File: src/rtl/bsg_pkg.sv
package bsg_pkg;

  typedef enum logic [1:0] {
    LK_SEC     = 2'b00,
    LK_NSEC    = 2'b01,
    LK_EXEMPT  = 2'b10,
    LK_SEC_ALT = 2'b11
  } lookup_e;

  typedef enum logic [1:0] {
    ACT_ABORT  = 2'd0,
    ACT_RAZWI  = 2'd1,
    ACT_FWD_S  = 2'd2,
    ACT_FWD_NS = 2'd3
  } action_e;

  typedef enum logic [1:0] {
    ST_IDLE  = 2'd0,
    ST_DREQ  = 2'd1,
    ST_DWAIT = 2'd2,
    ST_RSP   = 2'd3
  } state_e;

endpackage

File: src/rtl/bsg_verdict.sv
module bsg_verdict
  import bsg_pkg::*;
(
  input  logic [1:0] lookup,
  input  logic       master_ns,
  input  logic       err_resp,
  output action_e    act
);

  always_comb begin
    unique case (lookup)
      LK_EXEMPT: act = master_ns ? ACT_FWD_NS : ACT_FWD_S;
      LK_NSEC:   act = ACT_FWD_NS;
      default: begin
        if (!master_ns)    act = ACT_FWD_S;
        else if (err_resp) act = ACT_ABORT;
        else               act = ACT_RAZWI;
      end
    endcase
  end

endmodule

File: src/rtl/bsg_irq.sv
module bsg_irq (
  input  logic clk,
  input  logic rst_n,
  input  logic abort_evt,
  input  logic clr,
  output logic irq
);

  logic status_q;
  logic status_d;

  always_comb begin
    if (clr)            status_d = 1'b0;
    else if (abort_evt) status_d = 1'b1;
    else                status_d = status_q;
  end

  always_ff @(posedge clk or negedge rst_n) begin
    if (!rst_n) status_q <= 1'b0;
    else        status_q <= status_d;
  end

  assign irq = status_q;

  AST_IRQ_SET: assert property (@(posedge clk) disable iff (!rst_n)
    abort_evt && !clr |=> irq);
  AST_IRQ_STICKY: assert property (@(posedge clk) disable iff (!rst_n)
    irq && !clr |=> irq);
  AST_IRQ_CLR_WINS: assert property (@(posedge clk) disable iff (!rst_n)
    clr |=> !irq);

endmodule

File: src/rtl/bsg_seq.sv
module bsg_seq
  import bsg_pkg::*;
#(
  parameter int AW  = 32,
  parameter int DW  = 64,
  parameter int SZW = 2
) (
  input  logic           clk,
  input  logic           rst_n,
  input  logic           m_req_valid,
  output logic           m_req_ready,
  input  logic           m_req_write,
  input  logic [AW-1:0]  m_req_addr,
  input  logic [SZW-1:0] m_req_size,
  input  logic [DW-1:0]  m_req_wdata,
  input  action_e        act,
  output logic           m_rsp_valid,
  output logic           m_rsp_err,
  output logic [DW-1:0]  m_rsp_rdata,
  output logic           d_req_valid,
  input  logic           d_req_ready,
  output logic           d_req_write,
  output logic [AW-1:0]  d_req_addr,
  output logic [SZW-1:0] d_req_size,
  output logic [DW-1:0]  d_req_wdata,
  output logic           d_req_secure,
  input  logic           d_rsp_valid,
  input  logic           d_rsp_err,
  input  logic [DW-1:0]  d_rsp_rdata,
  output logic           abort_evt
);

  localparam int NB = DW / 8;

  function automatic logic [DW-1:0] lane_mask(input logic [SZW-1:0] sz);
    logic [DW-1:0] m;
    m = '0;
    for (int i = 0; i < NB; i++) begin
      if (i < (1 << int'(sz))) m[i*8 +: 8] = 8'hFF;
    end
    return m;
  endfunction

  state_e         state_q, state_d;
  logic           accept;
  logic           blocked;
  logic           fwd_done;
  logic           req_en;
  logic           rsp_en;

  logic           write_q;
  logic [AW-1:0]  addr_q;
  logic [SZW-1:0] size_q;
  logic [DW-1:0]  wdata_q;
  logic           secure_q;
  logic           rsp_err_q, rsp_err_d;
  logic [DW-1:0]  rsp_data_q, rsp_data_d;

  assign m_req_ready = (state_q == ST_IDLE);
  assign accept      = m_req_valid && m_req_ready;
  assign blocked     = (act == ACT_ABORT) || (act == ACT_RAZWI);
  assign fwd_done    = (state_q == ST_DWAIT) && d_rsp_valid;
  assign abort_evt   = accept && (act == ACT_ABORT);
  assign req_en      = accept;
  assign rsp_en      = (accept && blocked) || fwd_done;

  // next state
  always_comb begin
    state_d = state_q;
    unique case (state_q)
      ST_IDLE:  if (m_req_valid) state_d = blocked ? ST_RSP : ST_DREQ;
      ST_DREQ:  if (d_req_ready) state_d = ST_DWAIT;
      ST_DWAIT: if (d_rsp_valid) state_d = ST_RSP;
      ST_RSP:   state_d = ST_IDLE;
      default:  state_d = ST_IDLE;
    endcase
  end

  // response next values
  always_comb begin
    if (accept) begin
      rsp_err_d  = (act == ACT_ABORT);
      rsp_data_d = '0;
    end else begin
      rsp_err_d  = d_rsp_err;
      rsp_data_d = write_q ? '0 : (d_rsp_rdata & lane_mask(size_q));
    end
  end

  always_ff @(posedge clk or negedge rst_n) begin
    if (!rst_n) state_q <= ST_IDLE;
    else        state_q <= state_d;
  end

  always_ff @(posedge clk or negedge rst_n) begin
    if (!rst_n) begin
      write_q  <= 1'b0;
      addr_q   <= '0;
      size_q   <= '0;
      wdata_q  <= '0;
      secure_q <= 1'b0;
    end else if (req_en) begin
      write_q  <= m_req_write;
      addr_q   <= m_req_addr;
      size_q   <= m_req_size;
      wdata_q  <= m_req_wdata & lane_mask(m_req_size);
      secure_q <= (act == ACT_FWD_S);
    end
  end

  always_ff @(posedge clk or negedge rst_n) begin
    if (!rst_n) begin
      rsp_err_q  <= 1'b0;
      rsp_data_q <= '0;
    end else if (rsp_en) begin
      rsp_err_q  <= rsp_err_d;
      rsp_data_q <= rsp_data_d;
    end
  end

  assign m_rsp_valid  = (state_q == ST_RSP);
  assign m_rsp_err    = rsp_err_q;
  assign m_rsp_rdata  = rsp_data_q;
  assign d_req_valid  = (state_q == ST_DREQ);
  assign d_req_write  = write_q;
  assign d_req_addr   = addr_q;
  assign d_req_size   = size_q;
  assign d_req_wdata  = wdata_q;
  assign d_req_secure = secure_q;

  AST_BLOCK_NO_DREQ: assert property (@(posedge clk) disable iff (!rst_n)
    accept && blocked |=> m_rsp_valid && !d_req_valid);
  AST_RAZ_ZERO: assert property (@(posedge clk) disable iff (!rst_n)
    accept && (act == ACT_RAZWI) |=> !m_rsp_err && (m_rsp_rdata == '0));
  AST_ABORT_ERR: assert property (@(posedge clk) disable iff (!rst_n)
    accept && (act == ACT_ABORT) |=> m_rsp_err);
  AST_DREQ_HOLD: assert property (@(posedge clk) disable iff (!rst_n)
    d_req_valid && !d_req_ready |=> d_req_valid && $stable(d_req_addr)
      && $stable(d_req_secure) && $stable(d_req_wdata));
  AST_FWD_ERR_PASS: assert property (@(posedge clk) disable iff (!rst_n)
    fwd_done |=> m_rsp_valid && (m_rsp_err == $past(d_rsp_err)));

endmodule

File: src/rtl/bus_sec_gate.sv
module bus_sec_gate
  import bsg_pkg::*;
#(
  parameter int AW  = 32,
  parameter int DW  = 64,
  parameter int SZW = 2
) (
  input  logic           clk,
  input  logic           rst_n,
  input  logic           cfg_master_ns,
  input  logic           cfg_err_resp,
  input  logic           irq_clr,
  output logic           irq,
  input  logic           m_req_valid,
  output logic           m_req_ready,
  input  logic           m_req_write,
  input  logic [AW-1:0]  m_req_addr,
  input  logic [SZW-1:0] m_req_size,
  input  logic [DW-1:0]  m_req_wdata,
  input  logic [1:0]     m_req_lookup,
  output logic           m_rsp_valid,
  output logic           m_rsp_err,
  output logic [DW-1:0]  m_rsp_rdata,
  output logic           d_req_valid,
  input  logic           d_req_ready,
  output logic           d_req_write,
  output logic [AW-1:0]  d_req_addr,
  output logic [SZW-1:0] d_req_size,
  output logic [DW-1:0]  d_req_wdata,
  output logic           d_req_secure,
  input  logic           d_rsp_valid,
  input  logic           d_rsp_err,
  input  logic [DW-1:0]  d_rsp_rdata
);

  logic    rst_meta_q;
  logic    rst_sync_q;
  action_e act;
  logic    abort_evt;
  logic    accept;

  // asynchronous assert, synchronous release
  always_ff @(posedge clk or negedge rst_n) begin
    if (!rst_n) begin
      rst_meta_q <= 1'b0;
      rst_sync_q <= 1'b0;
    end else begin
      rst_meta_q <= 1'b1;
      rst_sync_q <= rst_meta_q;
    end
  end

  bsg_verdict u_verdict (
    .lookup    (m_req_lookup),
    .master_ns (cfg_master_ns),
    .err_resp  (cfg_err_resp),
    .act       (act)
  );

  bsg_seq #(.AW(AW), .DW(DW), .SZW(SZW)) u_seq (
    .clk          (clk),
    .rst_n        (rst_sync_q),
    .m_req_valid  (m_req_valid),
    .m_req_ready  (m_req_ready),
    .m_req_write  (m_req_write),
    .m_req_addr   (m_req_addr),
    .m_req_size   (m_req_size),
    .m_req_wdata  (m_req_wdata),
    .act          (act),
    .m_rsp_valid  (m_rsp_valid),
    .m_rsp_err    (m_rsp_err),
    .m_rsp_rdata  (m_rsp_rdata),
    .d_req_valid  (d_req_valid),
    .d_req_ready  (d_req_ready),
    .d_req_write  (d_req_write),
    .d_req_addr   (d_req_addr),
    .d_req_size   (d_req_size),
    .d_req_wdata  (d_req_wdata),
    .d_req_secure (d_req_secure),
    .d_rsp_valid  (d_rsp_valid),
    .d_rsp_err    (d_rsp_err),
    .d_rsp_rdata  (d_rsp_rdata),
    .abort_evt    (abort_evt)
  );

  bsg_irq u_irq (
    .clk       (clk),
    .rst_n     (rst_sync_q),
    .abort_evt (abort_evt),
    .clr       (irq_clr),
    .irq       (irq)
  );

  assign accept = m_req_valid && m_req_ready;

  AST_NSEC_FWD: assert property (@(posedge clk) disable iff (!rst_sync_q)
    accept && (m_req_lookup == LK_NSEC) |=> d_req_valid && !d_req_secure);
  AST_EXEMPT_ATTR: assert property (@(posedge clk) disable iff (!rst_sync_q)
    accept && (m_req_lookup == LK_EXEMPT) |=>
      d_req_valid && (d_req_secure == !$past(cfg_master_ns)));
  AST_SEC_MASTER_FWD: assert property (@(posedge clk) disable iff (!rst_sync_q)
    accept && !cfg_master_ns && (m_req_lookup inside {LK_SEC, LK_SEC_ALT}) |=>
      d_req_valid && d_req_secure);

endmodule

File: config.mk
export PLATFORM = sky130hd
export DESIGN_NAME = bus_sec_gate
export DESIGN_NICKNAME = d
export VERILOG_FILES = /design/src/rtl/bsg_pkg.sv /design/src/rtl/bsg_verdict.sv /design/src/rtl/bsg_irq.sv /design/src/rtl/bsg_seq.sv /design/src/rtl/bus_sec_gate.sv
export SDC_FILE = /design/constraint.sdc
export NUM_CORES = 1
export LEC_CHECK = 0
export CAP_MARGIN = 20
export CORE_AREA = 2 2 132 134
export DETAILED_ROUTE_END_ITERATION = 10
export DIE_AREA = 0 0 134 136
export PLACE_DENSITY = 0.79
export REMOVE_ABC_BUFFERS = 1
export SYNTH_ARGS = -nofsm -noshare
export SYNTH_HDL_FRONTEND = slang
export SYNTH_SLANG_ARGS = --single-unit
File: constraint.sdc
create_clock -name clk -period 6.95 [get_ports clk]
set_input_delay 1.0425 -clock clk [delete_from_list [all_inputs] [get_ports clk]]
set_output_delay 1.0425 -clock clk [all_outputs]
set_load 0.02 [all_outputs]
Word level (Yosys, flattened, before mapping)
Index checks and enable logic that the tools add are counted.
Widths: inputs -> output; s select.

cells by class
  order comparisons = 16
  equal/unequal tests = 10
  shift-type cells = 2
  muxes and demuxes = 46
  bitwise gates (word level) = 2
  reductions and logical operators = 10

operator list
  cell                  count
  $lt 4x32->1 const A   8
  $mux 8                32
  $and 64x64->64        2
  $lt 3x32->1 const A   4
  $mux 64               2
  $lt 1x32->1 const A   2
  $lt 2x32->1 const A   2
  $shl 1x2->32 const A  2
  $mux 2                5
  $eq 2x2->1 const B    4
  $pmux 2 s4            1
  $eq 2x1->1 const B    3
  $mux 1                5
  $logic_and 1x1->1     4
  $logic_not 2->1       2
  $ne 2x2->1 const B    2
  $pmux 2 s2            1
  $reduce_and 3->1      1
  $logic_or 1x1->1      2
  $ne 2x1->1 const B    1
  $reduce_bool 2->1     1

word-level totals
  flip-flop bits (word level) = 170
  input port bits = 174
  output and inout port bits = 169
  logic and storage cells = 97

Longest topological paths before layout
Gate-level depths: netlist of run 1.

  depth after elaboration = 8
  depth in mapped cells = 7
  depth with buffers taken out = 5

Cells and area by module
A second synthesis of run 1 with hierarchy kept.

second synthesis, totals
  cell total of the unflattened synthesis = 536
  area, all modules = 6790.3 um^2

modules (own cells, without submodules)
  module        times used  cells an instance  area each (um^2)  seq. area each (um^2)
  bsg_seq       1           523                6647.6            4179.0
  bsg_verdict   1           8                  53.8              0.0
  bus_sec_gate  1           3                  53.8              50.0
  bsg_irq       1           2                  35.0              25.0

Worst setup path after synthesis of run 1
OpenSTA, ideal clock, no wires.

  path kind = in2reg
  from = in m_req_lookup[0]
  to = reg u_seq.rsp_err_q, in the netlist u_seq.m_rsp_err
  library setup time = 0.125 ns
  arrival = 2.201 ns
  data required time = 6.825 ns
  setup slack = 4.624 ns
  cell stages on the path = 6
  buffers on the path = 1
  path through = inv_1 ha_1 and4_1 a21oi_1 buf_6 mux2_2

between the ends
  word-level cells in the longest chain between the ends = 6
  elaborated cells between the ends (all ways) = 9
  classes of those cells = eq/ne (3); mux (2); reduce/logical (4)

ends and longest elaborated chain
  what                                                  line                          source
  start, declared                                       bus_sec_gate.sv:20            input logic [1:0] m_req_lookup,
  $eq 2x1->1 / $eq 2x2->1 (equally long branches)       bsg_verdict.sv:11             unique case (lookup)
  $pmux 2 s2 *                                          bsg_verdict.sv:11
  $eq 2x1->1 / $logic_not 2->1 (equally long branches)  bsg_seq.sv:61, bsg_seq.sv:82
  $logic_or 1x1->1                                      bsg_seq.sv:61                 assign blocked = (act == ACT_ABORT) || (act == ACT_RAZWI);
  $logic_and 1x1->1                                     bsg_seq.sv:65                 assign rsp_en = (accept && blocked) || fwd_done;
  $logic_or 1x1->1                                      bsg_seq.sv:65
  end signal, assigned                                  bsg_seq.sv:116                rsp_err_q <= rsp_err_d;
  end, declared                                         bsg_seq.sv:56                 logic rsp_err_q, rsp_err_d;

Mark *: on every way between the ends. The rest lies on a longest branch, timed or not.
A chain may end at the register's enable or synchronous reset.

Final worst setup path of run 1
  from = reg u_seq.state_q[0]
  to = out m_req_ready

between the ends
  word-level cells in the longest chain between the ends = 1

ends and longest elaborated chain
  what                    line                source
  start, declared         bsg_seq.sv:44       state_e state_q, state_d;
  start signal, assigned  bsg_seq.sv:92       else state_q <= state_d;
  $logic_not 2->1         bsg_seq.sv:59       assign m_req_ready = (state_q == ST_IDLE);
  end, declared           bus_sec_gate.sv:15  output logic m_req_ready,

Every way passes these cells.

==> flow_metrics.py, run 1 <==
metrics = {
    "outcome": {
        "status": "complete, no violations",
    },
    "finish": {
        "layout.nets": 1043,
        "layoutNonFillerInstCount": 1100,
        "drive_gt1_frac": 0.05486,
        "fill_cells": 1335,
        "regArea_um2": 4258,
        "area_growth_pct": 64.54,
        "multi_input_area_um2": 1928,
        "n_antenna_cell": 0,
    },
    "critical_path": {
        "setup.worst_path.end_class": "primary output",
        "crit_path_cell_trace": "inv_1 > ha_1 > clkdlybuf4s50_1",
        "r2r-start": "u_seq.state_q[0]",
        "arrival_ps": 1990,
        "critPathKind": "flip-flop to primary output",
        "cpPeakStageDelay_ps": 700,
        "startpoint": "u_seq.state_q[0]",
        "crit_required_ps": 5910,
        "startpoint_type": "flip-flop",
        "worstPathMaxFanout": 6,
        "cp_slowest_cell": "clkdlybuf4s50_1",
    },
    "die": {
        "num_rows": 48,
        "io_pins": 343,
        "initial_utilization": 0.3809,
        "dieArea_um2": 18220,
        "die_h_um": 136,
        "coreArea_um2": 16880,
        "die_w_um": 134,
    },
    "yosys": {
        "yosysUniqueCellTypes": 26,
        "synth_seq_area_share": 0.6617,
        "yosys_warnings": 0,
        "syn_inst": 529,
        "synthesis.area_um2": 6429,
        "avgSynthCellArea_um2": 12.15,
        "yosys_register_bits": 170,
    },
    "detailed_routing": {
        "dr.pass1.iters": 4,
        "drtAntennaViolNets": 0,
        "avgRoutedWirePerCell_um": 17.54,
        "vias": 5280,
        "vias_per_cell": 4.800,
        "wl_um": 19300,
        "drt_iter0_drc": 307,
        "drcViolationCount": 0,
    },
    "clock_tree": {
        "cts_buffers": 17,
        "tritoncts": "built",
        "clk_pin_slew_ps": 70,
        "insertion_delay_ps": 420,
        "postCtsSetupRepairBufs": 0,
        "clock_sinks": 170,
        "cts_hold_buf": 0,
        "root_buffer": "clkbuf_16",
        "cts-resized-gates": 0,
        "htreeDepth": 4,
        "clock_path_buffers": 2,
    },
    "power": {
        "finalPower_mw": 4.537,
        "powerDensity_nw_per_um2": 428.9,
        "ir_drop_mv": 0.2267,
        "leakagePower_nw": 4.868,
    },
    "global_routing": {
        "grt_pass1_wl_um": 29840,
        "overflow": 0,
        "track_usage": 0.2121,
        "antenna_found_initial": 0,
        "first_global_vias": 5348,
        "grt_max_degree": 73,
    },
    "sta": {
        "setup_viol": 0,
        "max_slew_margin": 0.3971,
        "tns_ps": 0,
        "fin_crit_ps": 3031,
        "hold_viol": 0,
        "whs_ps": 249.3,
        "worst_pin_slew_ps": 904.3,
        "finalCritPeriodShare": 0.4361,
        "rsz0062_at_grt": "false",
        "skew_ps": 16.44,
        "finalMaxSlewViolations": 0,
        "max_freq_mhz": 329.9,
    },
    "job": {
        "cap_violations": 0,
    },
    "placement": {
        "port_buffers": 342,
        "globalplace.congestion": 0.7946,
        "dp_hpwl_um": 13880,
        "dpl.cell_count": 1067,
    },
    "min_path": {
        "hold_class": "flip-flop to asynchronous set/reset pin",
    },
}
cells in the mapped netlist:
master | instances | area [µm²]
nor4_4 | 1 | 21.27
nand3_1 | 16 | 80.08
nand2_2 | 1 | 6.260
nand2_1 | 159 | 596.8
nor2b_1 | 1 | 6.260
clkbuf_1 | 13 | 48.80
a2111oi_4 | 1 | 27.53
and3_1 | 1 | 6.260
mux2_2 | 1 | 11.26
a222oi_1 | 1 | 10.01
o21ai_0 | 5 | 25.02
dfrtp_1 | 170 | 4254
conb_1 | 1 | 3.750
and2_4 | 1 | 8.760
buf_6 | 11 | 123.9
a31oi_1 | 1 | 6.260
a21oi_1 | 3 | 15.01
mux2i_1 | 2 | 20.02
a22o_1 | 105 | 919.6
nor2_1 | 4 | 15.01
buf_2 | 11 | 55.05
nor3_2 | 1 | 10.01
ha_1 | 7 | 87.58
inv_1 | 10 | 37.54
nor4b_4 | 1 | 23.77
and4_1 | 1 | 8.760
worst paths after layout:
path	end	slack [ps]	cells past startpoint
max in group asynchronous	u_seq.d_req_addr[24]	5450	1
min reg2reg	u_seq.d_req_addr[0]	250	0
max	m_req_ready	3920	3
min	u_seq.d_req_addr[0]	250	0
min in group clk	rst_sync_q	360	0
max reg2reg	u_seq.d_req_wdata[50]	4530	6
placed cells by master (no fill, tap or decap), types with 2 or more instances in the layout:
master,netlist,final
ha_1,7,7
nor2_1,4,4
inv_6,0,5
o21ai_0,5,5
nand2_1,159,158
clkinvlp_4,0,2
a22o_1,105,105
dfrtp_1,170,169
buf_4,0,6
inv_8,0,2
inv_1,10,10
a21oi_1,3,2
nand3_1,16,16
clkbuf_16,0,17
clkdlybuf4s50_1,0,342
clkinv_4,0,2
mux2i_1,2,2
per-stage QoR:
stage	util	worst slack [ps]	cell area, µm²
after global placement	0.5910	3289	9973
after floorplan	-	1862	6201
after global routing	0.6268	3837	10580
final	0.6268	3919	10580
after CTS	0.6251	3682	10550
after detailed placement	0.5910	3277	9973
state kept, by name, indices dropped and copies added (netlist names):
signal              cells
u_seq.d_req_wdata      64
u_seq.d_req_write       1
u_seq.d_req_secure      1
u_seq.m_rsp_rdata      64
rst_meta_q              1
u_irq.irq               1
rst_sync_q              1
u_seq.d_req_size        2
u_seq.m_rsp_err         1
u_seq.state_q           2
u_seq.d_req_addr       32
final cells by class:
type / instances / share of cell area
well taps: 225 / 0.02661
clock inverters: 13 / 0.01266
repair buffers: 349 / 0.3305
clock buffers: 19 / 0.04187
multi-input cells: 314 / 0.1823
inverters: 10 / 0.003549
flip-flops and latches: 170 / 0.4025
routing by layer:
| metal | vias up | share of wire | global-route usage | wire length, µm |
|---|---|---|---|---|
| met5 | - | 0 | 0 | 0 |
| li1 | 2495 | - | - | - |
| met2 | 241 | 0.49 | 0.3436 | 9460 |
| met3 | 27 | 0.091 | 0.08240 | 1764 |
| met1 | 2517 | 0.40 | 0.2599 | 7674 |
| met4 | 0 | 0.021 | 0.07388 | 397 |
worst max-delay path, delay by kind of cell, from the launching register on:
family,cells,cell delay [ps]
fa+ha+maj,1,330
buf+inv,2,830
flops,1,400
cells by family after synthesis:
family,share of synthesized area
buffers and inverters,0.04126
AO/OA/AOI/OAI,0.1561
other,0.0005833
adder cells (fa/ha/maj),0.01362
multiplexers,0.004866
AND/OR/NAND/NOR,0.1218
flip-flops,0.6617
power by group:
| part | total, mW | switching [mW] | internal, mW |
|---|---|---|---|
| combinational | 2.02 | 1.04 | 0.984 |
| sequential | 1.58 | 0.215 | 1.36 |
| clock | 0.937 | 0.422 | 0.515 |
Power figures use the tool's default switching activity.
==> run 2: changes to the inputs <==
--- a/config.mk
+++ b/config.mk
@@ -6,10 +6,10 @@
 export NUM_CORES = 1
 export LEC_CHECK = 0
 export CAP_MARGIN = 20
-export CORE_AREA = 2 2 132 134
+export CORE_MARGIN = 1.5
+export CORE_UTILIZATION = 35
 export DETAILED_ROUTE_END_ITERATION = 10
-export DIE_AREA = 0 0 134 136
-export PLACE_DENSITY = 0.79
+export PLACE_DENSITY = 0.76
 export REMOVE_ABC_BUFFERS = 1
 export SYNTH_ARGS = -nofsm -noshare
 export SYNTH_HDL_FRONTEND = slang
==> constraint.sdc (replaced) <==
create_clock -name clk -period 2.5 [get_ports clk]
set_input_delay 0.375 -clock clk [delete_from_list [all_inputs] [get_ports clk]]
set_output_delay 0.375 -clock clk [all_outputs]
set_load 0.02 [all_outputs]
==> flow_metrics.py, run 2 (synthesized netlist as in run 1, its figures left out) <==
metrics = {
    "finish": {
        "drive_gt1_frac": 0.06250,
        "fill_cells": 1486,
        "layoutNonFillerInstCount": 1109,
        "n_antenna_cell": 0,
        "final_cell_mix": "clkdlybuf4s50_1, dfrtp_1, nand2_1",
        "final_common_cell": "clkdlybuf4s50_1",
        "utilization": 0.5945,
        "layout.nets": 1048,
        "area_growth_pct": 66.12,
    },
    "critical_path": {
        "setup.worst_path.end_class": "primary output",
        "reg2reg_depth": 5,
        "r2r_end": "u_seq.d_req_wdata[13]",
        "critPathKind": "flip-flop to primary output",
        "crit_required_ps": 2120,
        "r2r-start": "u_seq.state_q[1]",
        "worstPathMaxFanout": 6,
        "startpoint_type": "flip-flop",
        "arrival_ps": 1900,
        "ff2ff_setup_slack_ps": 600,
    },
    "die": {
        "die_w_um": 138.5,
        "initial_utilization": 0.3579,
        "coreArea_um2": 17960,
        "io_pins": 343,
        "num_rows": 49,
        "dieArea_um2": 19190,
        "die_h_um": 138.5,
    },
    "clock_tree": {
        "clock_sinks": 170,
        "root_buffer": "clkbuf_16",
        "tritoncts": "built",
        "cts_buffers": 17,
        "postCtsSetupRepairBufs": 0,
        "clock_path_buffers": 2,
        "htreeDepth": 4,
        "insertion_delay_ps": 430,
        "clk_pin_slew_ps": 70,
    },
    "placement": {
        "port_buffers": 342,
        "globalplace.congestion": 0.7944,
        "dp_hpwl_um": 14370,
        "dpl.cell_count": 1077,
    },
    "detailed_routing": {
        "wl_um": 20060,
        "drt_iter0_drc": 299,
        "dr.pass1.iters": 4,
        "vias": 5382,
        "drtAntennaViolNets": 0,
        "avgRoutedWirePerCell_um": 18.09,
        "vias_per_cell": 4.853,
        "drcViolationCount": 0,
    },
    "sta": {
        "finalCritPeriodShare": 0.9119,
        "skew_ps": 13.12,
        "finalMaxSlewViolations": 0,
        "tns_ps": 0,
        "max_slew_margin": 0.5931,
        "setup_viol": 0,
        "hold_viol": 0,
        "worst_pin_slew_ps": 608.1,
        "rsz0062_at_grt": "false",
        "max_freq_mhz": 438.6,
        "fin_crit_ps": 2280,
    },
    "global_routing": {
        "grt_max_degree": 93,
        "antenna_found_initial": 0,
        "track_usage": 0.2119,
        "overflow": 0,
        "grt_pass1_wl_um": 31660,
        "first_global_vias": 5521,
    },
    "outcome": {
        "status": "complete, no violations",
    },
    "job": {
        "cap_violations": 0,
    },
    "min_path": {
        "hold_class": "input pin to asynchronous set/reset pin",
    },
    "power": {
        "leakagePower_nw": 4.907,
        "powerDensity_nw_per_um2": 1194,
        "ir_drop_mv": 0.6474,
    },
}
==> run 2: changes by cell type in the layout (fill, tap and decap cells not counted), sizes merged <==
cell and change:
buf +5, clkinv -2, clkinvlp +2, clkbuf -1, inv +1
==> run 2: cell type report <==
type | instances | area (µm²) | share of cell area
flip-flops and latches | 170 | 4258 | 0.3987
repair buffers | 354 | 3576 | 0.3349
multi-input cells | 314 | 1931 | 0.1808
clock buffers | 18 | 439.2 | 0.04112
well taps | 229 | 286.5 | 0.02683
clock inverters | 14 | 151.4 | 0.01418
inverters | 10 | 37.54 | 0.003515
==> run 2: routing by layer <==
metal	GRT usage	vias up	wire (µm)	share of wire
li1	-	2500	-	-
met1	0.2632	2615	8267	0.41
met2	0.3485	239	9761	0.49
met3	0.06893	28	1652	0.082
met4	0.07258	0	379	0.019
met5	0	-	0	0
==> run 2: repair_timing <==
item | CTS | global route
resized for setup | 0 | 1
setup endpoints to repair | 0 | 1
hold buffers | 0 | 0
==> run 2: how the worst max path moves through the flow <==
| stage | startpoint | endpoint | slack [ps] |
|---|---|---|---|
| final | u_seq.state_q[1] | m_req_ready | 220 |
| after detailed placement | m_req_lookup[0] | u_seq.m_rsp_rdata[63] | 270 |
| after global routing | u_seq.state_q[1] | m_req_ready | 100 |
| after floorplan | rst_sync_q | u_irq.irq | -2590 |
| after global placement | m_req_lookup[0] | u_seq.m_rsp_rdata[9] | 290 |
| after CTS | u_seq.state_q[0] | m_req_ready | 60 |
==> run 2: worst max-delay path, stage by stage (launching register included) <==
cell and delay [ps]:
dfrtp_1 400, inv_1 130, ha_2 300, clkdlybuf4s50_1 660
==> run 2: per-stage QoR <==
step / power [mW] / worst slack (ps) / cell area [µm²] / hold slack (ps)
final: 12.75 / 220.2 / 10680 / 107.2
after global routing: 13.43 / 100.3 / 10680 / 92.29
after CTS: 12.89 / 57.84 / 10680 / 87.77
after detailed placement: 10.17 / 269.0 / 10090 / 161.9
after global placement: 10.05 / 289.9 / 10090 / 159.4
after floorplan: 7.120 / -2588 / 6201 / 79.41
==> run 2: report_power, final <==
part | switching [mW] | total [mW] | internal [mW]
registers | 0.597 | 4.38 | 3.79
logic | 2.91 | 5.70 | 2.79
clock network | 1.22 | 2.67 | 1.44
total | 4.73 | 12.8 | 8.02
